$ cat config.mk
export PLATFORM = sky130hd
export DESIGN_NAME = duty_sweep_seq
export DESIGN_NICKNAME = d
export VERILOG_FILES = /design/src/rtl/duty_sweep_seq.sv
export SDC_FILE = /design/constraint.sdc
export NUM_CORES = 1
export LEC_CHECK = 0
export CELL_PAD_IN_SITES_DETAIL_PLACEMENT = 1
export CELL_PAD_IN_SITES_GLOBAL_PLACEMENT = 1
export CORE_AREA = 2 2 100 83
export DETAILED_ROUTE_END_ITERATION = 8
export DIE_AREA = 0 0 102 85
export DONT_BUFFER_PORTS = 1
export PLACE_DENSITY = 0.9
export SLEW_MARGIN = 20
export SYNTH_ARGS = -nofsm -noshare
export SYNTH_HDL_FRONTEND = slang
export SYNTH_SLANG_ARGS = --single-unit
$ cat constraint.sdc
create_clock -name clk -period 9.97 [get_ports clk]
set_input_delay 0.997 -clock clk [delete_from_list [all_inputs] [get_ports clk]]
set_output_delay 0.997 -clock clk [all_outputs]
set_load 0.05 [all_outputs]
$ cat src/rtl/duty_sweep_seq.sv
module duty_sweep_seq #(
  parameter int unsigned DWELL_TICKS = 1_500_000_000,
  parameter int          XW          = 14
) (
  input  logic          clk,
  input  logic          rst_n,
  input  logic          start,
  input  logic          abort,
  output logic [XW-1:0] duty_x,
  output logic          rec_stb,
  output logic          done
);
  localparam int CW = (DWELL_TICKS > 1) ? $clog2(DWELL_TICKS) : 1;
  localparam logic [XW-1:0] X_ONE = XW'(1);
  localparam logic [XW-1:0] X_TOP = XW'(10000);

  typedef enum logic [1:0] {S_IDLE, S_UP, S_DOWN, S_DONE} st_t;

  st_t           st;
  logic [CW-1:0] cnt;
  logic [XW-1:0] step;
  logic [XW:0]   sum;
  logic [XW-1:0] up_nx, dn_nx;
  logic          running, last;

  always_comb begin
    if      (duty_x <= XW'(20))   step = XW'(1);
    else if (duty_x <= XW'(200))  step = XW'(5);
    else if (duty_x <= XW'(1000)) step = XW'(20);
    else if (duty_x <= XW'(3000)) step = XW'(100);
    else if (duty_x <= XW'(5000)) step = XW'(200);
    else                          step = XW'(500);
  end

  assign sum     = {1'b0, duty_x} + {1'b0, step};
  assign up_nx   = (sum > {1'b0, X_TOP}) ? X_TOP : sum[XW-1:0];
  assign dn_nx   = (duty_x > step) ? duty_x - step : X_ONE;
  assign running = (st == S_UP) || (st == S_DOWN);
  assign last    = (cnt == CW'(DWELL_TICKS - 1));
  assign rec_stb = running && last;
  assign done    = (st == S_DONE);

  always_ff @(posedge clk or negedge rst_n) begin
    if (!rst_n) begin
      st     <= S_IDLE;
      cnt    <= '0;
      duty_x <= X_ONE;
    end else if (abort) begin
      st     <= S_IDLE;
      cnt    <= '0;
      duty_x <= X_ONE;
    end else begin
      case (st)
        S_IDLE, S_DONE: if (start) begin
          st     <= S_UP;
          cnt    <= '0;
          duty_x <= X_ONE;
        end
        S_UP: if (last) begin
          cnt <= '0;
          if (duty_x == X_TOP) begin
            st     <= S_DOWN;
            duty_x <= dn_nx;
          end else begin
            duty_x <= up_nx;
          end
        end else cnt <= cnt + 1'b1;
        S_DOWN: if (last) begin
          cnt <= '0;
          if (duty_x == X_ONE) st <= S_DONE;
          else duty_x <= dn_nx;
        end else cnt <= cnt + 1'b1;
        default: st <= S_IDLE;
      endcase
    end
  end
endmodule

==> results of run 1 <==
==> synth_stat cells (13+ instances only) <==
master / number
nor2_1: 48
inv_1: 27
nand2_1: 52
dfrtp_1: 46
and3_1: 16
o21ai_0: 52
nand3_1: 20
a21oi_1: 22
ha_1: 22
clkbuf_1: 13
==> per-layer routing <==
| layer | vias up | GRT usage, % |
|---|---|---|
| met5 | - | 0 |
| met4 | 0 | 6.788 |
| met3 | 25 | 7.002 |
| met2 | 155 | 45.81 |
| met1 | 1989 | 43.05 |
| li1 | 1796 | - |
==> metrics by stage <==
| stage | utilization (%) | setup slack, ns | area (um2) | power (mW) |
|---|---|---|---|---|
| after global routing | 53.01 | 3.965 | 4078 | 0.9658 |
| after CTS | 53.01 | 4.288 | 4078 | 0.8966 |
| after global placement | 51.48 | 4.599 | 3960 | 0.7216 |
| after detailed placement | 51.48 | 4.280 | 3960 | 0.7444 |
| final | 53.01 | 4.198 | 4078 | 0.9111 |
| after floorplan | - | 5.103 | 3902 | 0.6191 |
==> where the power goes <==
group | switching [mW] | internal (mW)
clock network | 0.0702 | 0.0813
logic | 0.319 | 0.173
registers | 0.0620 | 0.206
==> worst max path at each step <==
stage,start,endpoint,slack [ns]
floorplan,duty_x[1],duty_x[10],5.10
global placement,duty_x[1],duty_x[10],4.60
detailed placement,duty_x[1],duty_x[10],4.28
CTS,duty_x[1],duty_x[10],4.29
global route,duty_x[1],duty_x[10],3.96
finish,duty_x[1],duty_x[10],4.20
==> registers in the layout, indices dropped and copies added (netlist names) <==
name,cells
cnt,31
duty_x,14
st,2
==> worst max-delay path, stage by stage, from the launching register on <==
cell and delay (ns):
dfrtp_1 0.67, or3_1 0.51, a21o_1 0.23, o31ai_1 0.21, nand2_1 0.09, a21oi_1 0.30
inv_1 0.11, nor2_1 0.17, inv_1 0.11, nand2_1 0.09, ha_1 0.28, and3b_1 0.22
or4_1 0.47, a31oi_1 0.22, o21bai_1 0.10, xnor2_1 0.20, or4_1 0.54, or4_4 0.42
nand3_2 0.28, a21oi_1 0.12, a311o_1 0.33
==> kinds of logic (layout without fill, tap and decap cells) <==
logic type	Yosys count	in the layout	synth area share, %
AOI/OAI and AO/OA	155	155	25.97
xor gates and xnor gates	19	19	4.264
adders and majority gates	22	22	7.053
buffers and inverters	48	38	5.162
DFF	47	47	30.17
muxes	4	4	1.026
and+or+nand+nor	201	201	26.36
==> area by class of cell <==
type	instances	area [um2]	area share, %
clock buffer	6	82.58	2.025
clock inverter	2	35.03	0.8592
inverter	27	101.3	2.485
multi-input combinational	401	2524	61.89
sequential	47	1177	28.87
tap	108	135.1	3.314
timing repair buffer	3	22.52	0.5523
==> results by group, run 1 <==
STA
  • Period utilization: 57.89%
  • Achievable Freq: 0.1733 GHz
  • Unrepaired setup endpoints after global routing: false
  • Least-Margin Pin Slew: 0.9531 ns
  • Fin crit period: 5.772 ns
  • Clock skew: 0.008431 ns
  • Final Max Tran Viols: 0
  • Fin Setup TNS: 0 ns
  • Final setup violation count: 0
  • Worst slew margin: 36.33%
  • Endpoints failing hold: 0
  • WHS: 0.3709 ns

Drt
  • Metal2 WL: 5639 um
  • DRC violations left: 0
  • Pre-antenna DRT Iters: 5
  • Met3 Routed Length: 907 um
  • Average wire per standard cell: 21.38 um
  • Vias: 3965
  • Max layer used: met4
  • M1 wire length: 5975 um
  • Total length of routed wires: 12700 um
  • Antenna Nets Post-Route: 0
  • DR iter-0 viols: 280
  • Via density per instance: 6.675

Global routing
  • GRT overflow: 0
  • Number of global-route vias before repair: 4013
  • Initial antenna violation count: 0
  • Global-route wire length before repair: 20610 um
  • GR Util All Layers: 29.92%
  • Largest net degree at the start of global routing: 48

Floorplan
  • Cell row count: 29
  • DIE WIDTH: 102 um
  • Die Height: 85 um
  • Starting density of the core: 50.73%
  • Core area: 7692 um2
  • I/O pins: 20
  • Die ar.: 8670 um2

Cells and area
  • Fin cells: 594
  • FILL cells: 961
  • Layout area overhead: 4.489%
  • Share of layout cells above drive strength 1: 5.556%
  • Nets: 511
  • Most frequent cells in the layout: 52 x nand2_1, 52 x o21ai_0, 48 x nor2_1
  • Inserted Diodes: 0

Critical path
  • Critical path peak fanout: 13
  • Required time of the critical path: 10.17 ns
  • Worst R2R Setup Slack: 4.20 ns
  • R2R Path Start: duty_x[1]
  • Worst Path Arrival: 5.97 ns
  • R2r endpoint: duty_x[10]
  • Reg2Reg Depth: 20
  • Crit end category: register
  • CP Class: register to register
  • Startpoint Class: register

Power
  • Pwr dens: 223.4 nW/um2
  • Pleak: 1.814 nW
  • Peak supply drop: 0.1762 mV

Clocking
  • Post-CTS sizing: 0
  • CTS Root Buffer Type: clkbuf_8
  • TritonCTS clock tree: yes
  • Hold-fix buffers at CTS: 0
  • Postcts setup bufs: 0
  • Clock Sinks: 47
  • Num CTS Buffers: 5
  • Worst-path clk slew: 0.10 ns
  • CTS H-tree depth: 2
  • Longest Clk Path Bufs: 2
  • Clock latency on the worst-skew pair: 0.30 ns

Synthesis
  • Async SR Flop Fraction: 100.0%
  • FF+latch count, synth: 47
  • Cell variety after synth: 65
  • Ys flop type: dfrtp_1
  • Synthesized area: 3902 um2
  • Synthesized instance count: 496
  • Sequential share of the synthesized area: 30.17%
  • Synth top area share: 29.50%
  • Syn Nets: 522
  • Area leader, netlist: dfrtp_1
  • Yosys warns: 0
  • Avg Inst Size Synth: 7.868 um2
  • Synth area leaders: dfrtp_1 29%, ha_1 7.1%, o21ai_0 6.7%
  • Post-synth EDFFs: 0

Job
  • Max-cap violations: 0

Status
  • Status: finished clean

Placement
  • Post-DP HPWL: 9390 um
  • Placed cells: 586
  • Placer Congestion: 0.9688
  • Port buffer count: 0

Worst hold path
  • Hold Crit Class: input pin to async pin
Note: power is estimated with default switching activity, not from simulation.
==> inputs of run 2 (changes only) <==
- ABC_AREA: unset -> 1
- CORE_AREA: 2 2 100 83 -> 2 2 117 96
- DIE_AREA: 0 0 102 85 -> 0 0 119 98
- PLACE_DENSITY: 0.9 -> 0.83
- clock period: 9.97 -> 4.99 ns (I/O delays scaled with it)
==> results by group, run 2 <==
Status
  • Status: finished clean (unchanged)

Drt
  • Pre-antenna DRT Iters: 5 (unchanged)
  • Antenna Nets Post-Route: 0 (unchanged)
  • Total length of routed wires: 14380 um (was 12700 um)
  • Average wire per standard cell: 17.26 um (was 21.38 um)
  • Via density per instance: 5.487 (was 6.675)
  • Vias: 4571 (was 3965)
  • DR iter-0 viols: 336 (was 280)
  • DRC violations left: 0 (unchanged)

Global routing
  • GR Util All Layers: 25.50% (was 29.92%)
  • Number of global-route vias before repair: 4714 (was 4013)
  • Largest net degree at the start of global routing: 47 (was 48)
  • GRT overflow: 0 (unchanged)
  • Initial antenna violation count: 0 (unchanged)
  • Global-route wire length before repair: 24160 um (was 20610 um)

Power
  • Pwr dens: 292.9 nW/um2 (was 223.4 nW/um2)
  • Tot Pwr: 1.387 mW (was 0.9111 mW)
  • Pleak: 2.402 nW (was 1.814 nW)
  • Peak supply drop: 0.1498 mV (was 0.1762 mV)

Synthesis
  • Commonest cells post-synth: 192 x nand2_1, 96 x inv_1, 73 x nor2_1, 55 x nand3_1, 46 x dfrtp_1 (was 52 x nand2_1, 52 x o21ai_0, 48 x nor2_1, 46 x dfrtp_1, 27 x inv_1)
  • FF+latch count, synth: 47 (unchanged)
  • Synth top area share: 26.60% (was 29.50%)
  • Sequential share of the synthesized area: 27.20% (was 30.17%)
  • Ys flop type: dfrtp_1 (unchanged)
  • Async SR Flop Fraction: 100.0% (unchanged)
  • Avg Inst Size Synth: 6.374 um2 (was 7.868 um2)
  • Post-synth EDFFs: 0 (unchanged)
  • Syn Nets: 705 (was 522)
  • Synthesized instance count: 679 (was 496)
  • Area leader, netlist: dfrtp_1 (unchanged)
  • Synthesized area: 4328 um2 (was 3902 um2)
  • Most common cell in the netlist: nand2_1
  • Synth area leaders: dfrtp_1 27%, nand2_1 17%, inv_1 8.3% (was dfrtp_1 29%, ha_1 7.1%, o21ai_0 6.7%)
  • Yosys warns: 0 (unchanged)
  • Cell variety after synth: 48 (was 65)

STA
  • Endpoints failing hold: 0 (unchanged)
  • Clock skew: 0.007926 ns (was 0.008431 ns)
  • Setup WS post-layout: 0.3745 ns (was 4.198 ns)
  • Unrepaired setup endpoints after global routing: false (unchanged)
  • Final setup violation count: 0 (unchanged)
  • Least-Margin Pin Slew: 0.9285 ns (was 0.9531 ns)
  • Fin crit period: 4.615 ns (was 5.772 ns)
  • WHS: 0.05239 ns (was 0.3709 ns)
  • Achievable Freq: 0.2167 GHz (was 0.1733 GHz)
  • Fin Setup TNS: 0 ns (unchanged)
  • Final Max Tran Viols: 0 (unchanged)
  • Worst slew margin: 37.87% (was 36.33%)
  • Period utilization: 92.49% (was 57.89%)

Critical path
  • R2R Path Start: duty_x[0] (was duty_x[1])
  • Critical path peak fanout: 12 (was 13)
  • CP peak stage delay: 0.74 ns (was 0.67 ns)
  • Reg2Reg Depth: 24 (was 20)
  • Startpoint Class: register (unchanged)
  • Crit end category: register (unchanged)
  • CP cell instances: nor2_1 > a21oi_1 > nor2_1 > nand2_1 > nand2_1 > a31oi_1 > inv_1 > nand2_1 > inv_1 > a31oi_1 > inv_1 > ha_1 > nand2_1 > o21ai_2 > a21oi_1 > nor2_1 > nor2_1 > nand2_1 > nand2_1 > a21oi_4 > nand3_1 > nand2_1 > nand2_1 > nand2_1 (was or3_1 > a21o_1 > o31ai_1 > nand2_1 > a21oi_1 > inv_1 > nor2_1 > inv_1 > nand2_1 > ha_1 > and3b_1 > or4_1 > a31oi_1 > o21bai_1 > xnor2_1 > or4_1 > or4_4 > nand3_2 > a21oi_1 > a311o_1)
  • Worst R2R Setup Slack: 0.37 ns (was 4.20 ns)
  • Critical path's slowest cell: dfstp_2 (was dfrtp_1)
  • R2r endpoint: duty_x[5] (was duty_x[10])
  • CP Class: register to register (unchanged)
  • Worst Path Arrival: 4.84 ns (was 5.97 ns)
  • CP delay by family, top: simple AND/OR/NAND/NOR gates (unchanged)
  • Required time of the critical path: 5.21 ns (was 10.17 ns)
  • WP buf/inv: 3 (was 2)
  • Most frequent CP cell: nand2_1

Cells and area
  • Nets: 715 (was 511)
  • Most frequent cells in the layout: 192 x nand2_1, 96 x inv_1, 73 x nor2_1 (was 52 x nand2_1, 52 x o21ai_0, 48 x nor2_1)
  • FILL cells: 1425 (was 961)
  • Post-Layout Inst Area: 4737 um2 (was 4078 um2)
  • Util after Layout: 44.72% (was 53.01%)
  • Inserted Diodes: 0 (unchanged)
  • Most flops, register: cnt (unchanged)
  • Biggest regs: cnt (31), duty_x (14), st (2) (unchanged)
  • Number of flip-flops in the largest register: 31 (unchanged)
  • Layout area overhead: 9.454% (was 4.489%)
  • Share of layout cells above drive strength 1: 10.30% (was 5.556%)
  • Commonest non-fill, non-tap cell in the layout: nand2_1
  • Fin cells: 833 (was 594)

Clocking
  • Longest Clk Path Bufs: 2 (unchanged)
  • Clock latency on the worst-skew pair: 0.29 ns (was 0.30 ns)
  • Worst-path clk slew: 0.06 ns (was 0.10 ns)
  • TritonCTS clock tree: yes (unchanged)
  • Num CTS Buffers: 5 (unchanged)
  • Clock Sinks: 47 (unchanged)
  • CTS H-tree depth: 2 (unchanged)
  • Postcts setup bufs: 0 (unchanged)
  • CTS Root Buffer Type: clkbuf_16 (was clkbuf_8)

Floorplan
  • Die Height: 98 um (was 85 um)
  • I/O pins: 20 (unchanged)
  • Starting density of the core: 40.86% (was 50.73%)
  • Cell row count: 34 (was 29)
  • Core area: 10590 um2 (was 7692 um2)
  • DIE WIDTH: 119 um (was 102 um)
  • Die ar.: 11660 um2 (was 8670 um2)

Worst hold path
  • Hold Crit Class: input pin to async pin (unchanged)

Placement
  • Port buffer count: 0 (unchanged)
  • Post-DP HPWL: 11420 um (was 9390 um)
  • Placer Congestion: 0.9392 (was 0.9688)
  • Placed cells: 825 (was 586)
  • Place WS: 0.2561 ns (was 4.280 ns)
  • Area post-placement: 4543 um2 (was 3960 um2)

Job
  • Max-cap violations: 0 (unchanged)
-- run 2: cell count changes after synthesis, moves of 13 or more --
| cell | delta |
|---|---|
| and3_1 | -13 |
| o21ai_0 | -30 |
| nand2_2 | +13 |
| inv_1 | +69 |
| nand3_1 | +35 |
| nand2_1 | +140 |
| nor2_1 | +25 |
-- run 2: worst reg2reg max path, stage by stage, from the launching register on --
cell,delay [ns]
dfstp_2,0.74
nor2_1,0.12
a21oi_1,0.26
nor2_1,0.09
nand2_1,0.09
nand2_1,0.07
a31oi_1,0.25
inv_1,0.16
nand2_1,0.11
inv_1,0.08
a31oi_1,0.20
inv_1,0.07
ha_1,0.41
nand2_1,0.13
o21ai_2,0.25
a21oi_1,0.17
nor2_1,0.17
nor2_1,0.11
nand2_1,0.07
nand2_1,0.12
a21oi_4,0.38
nand3_1,0.24
nand2_1,0.13
nand2_1,0.05
nand2_1,0.07
-- run 2: worst max-delay path by stage --
stage,from,end,slack [ns],depth (start not counted)
after floorplan,duty_x[1],duty_x[12],1.38,30
after detailed placement,duty_x[0],duty_x[5],0.26,24
after global routing,duty_x[0],duty_x[5],0.16,26
final,duty_x[0],duty_x[5],0.37,24
after CTS,duty_x[0],duty_x[5],0.20,24
after global placement,duty_x[0],duty_x[5],0.37,24
-- run 2: cell families after synthesis --
logic type / synth area share [%]
AND/OR/NAND/NOR: 41.54
XOR/XNOR: 3.036
adder cells (fa/ha/maj): 6.360
AO/OA/AOI/OAI: 11.30
flip-flops: 27.20
buffers and inverters: 10.55
-- run 2: cell type report --
type | count | area [um2] | area share (%)
clock inverter | 1 | 30.03 | 0.6339
multi-input combinational | 515 | 2701 | 57.03
tap | 144 | 180.2 | 3.803
clock buffer | 6 | 128.9 | 2.721
timing repair buffer | 13 | 117.6 | 2.483
inverter | 107 | 401.6 | 8.479
sequential | 47 | 1177 | 24.85
-- run 2: where the power goes --
part | total [mW] | leakage (nW) | internal [mW] | switching (mW)
registers | 0.429 | 0.650 | 0.402 | 0.0268
logic | 0.583 | 1.68 | 0.159 | 0.424
clock network | 0.375 | 0.0769 | 0.234 | 0.141
total | 1.39 | 2.40 | 0.795 | 0.592
-- run 2: timing repair --
action	CTS	global route
resized for setup	0	1
endpoints found under the hold margin	46	0
hold buffers	1	0
setup endpoints to repair	0	3
-- run 2: per-layer routing --
metal	share of wire (%)	vias up	global-route usage, %
li1	-	2201	-
met1	48	2240	36.08
met2	45	113	40.50
met3	5.5	17	5.023
met4	1.4	0	5.311
met5	0	-	0
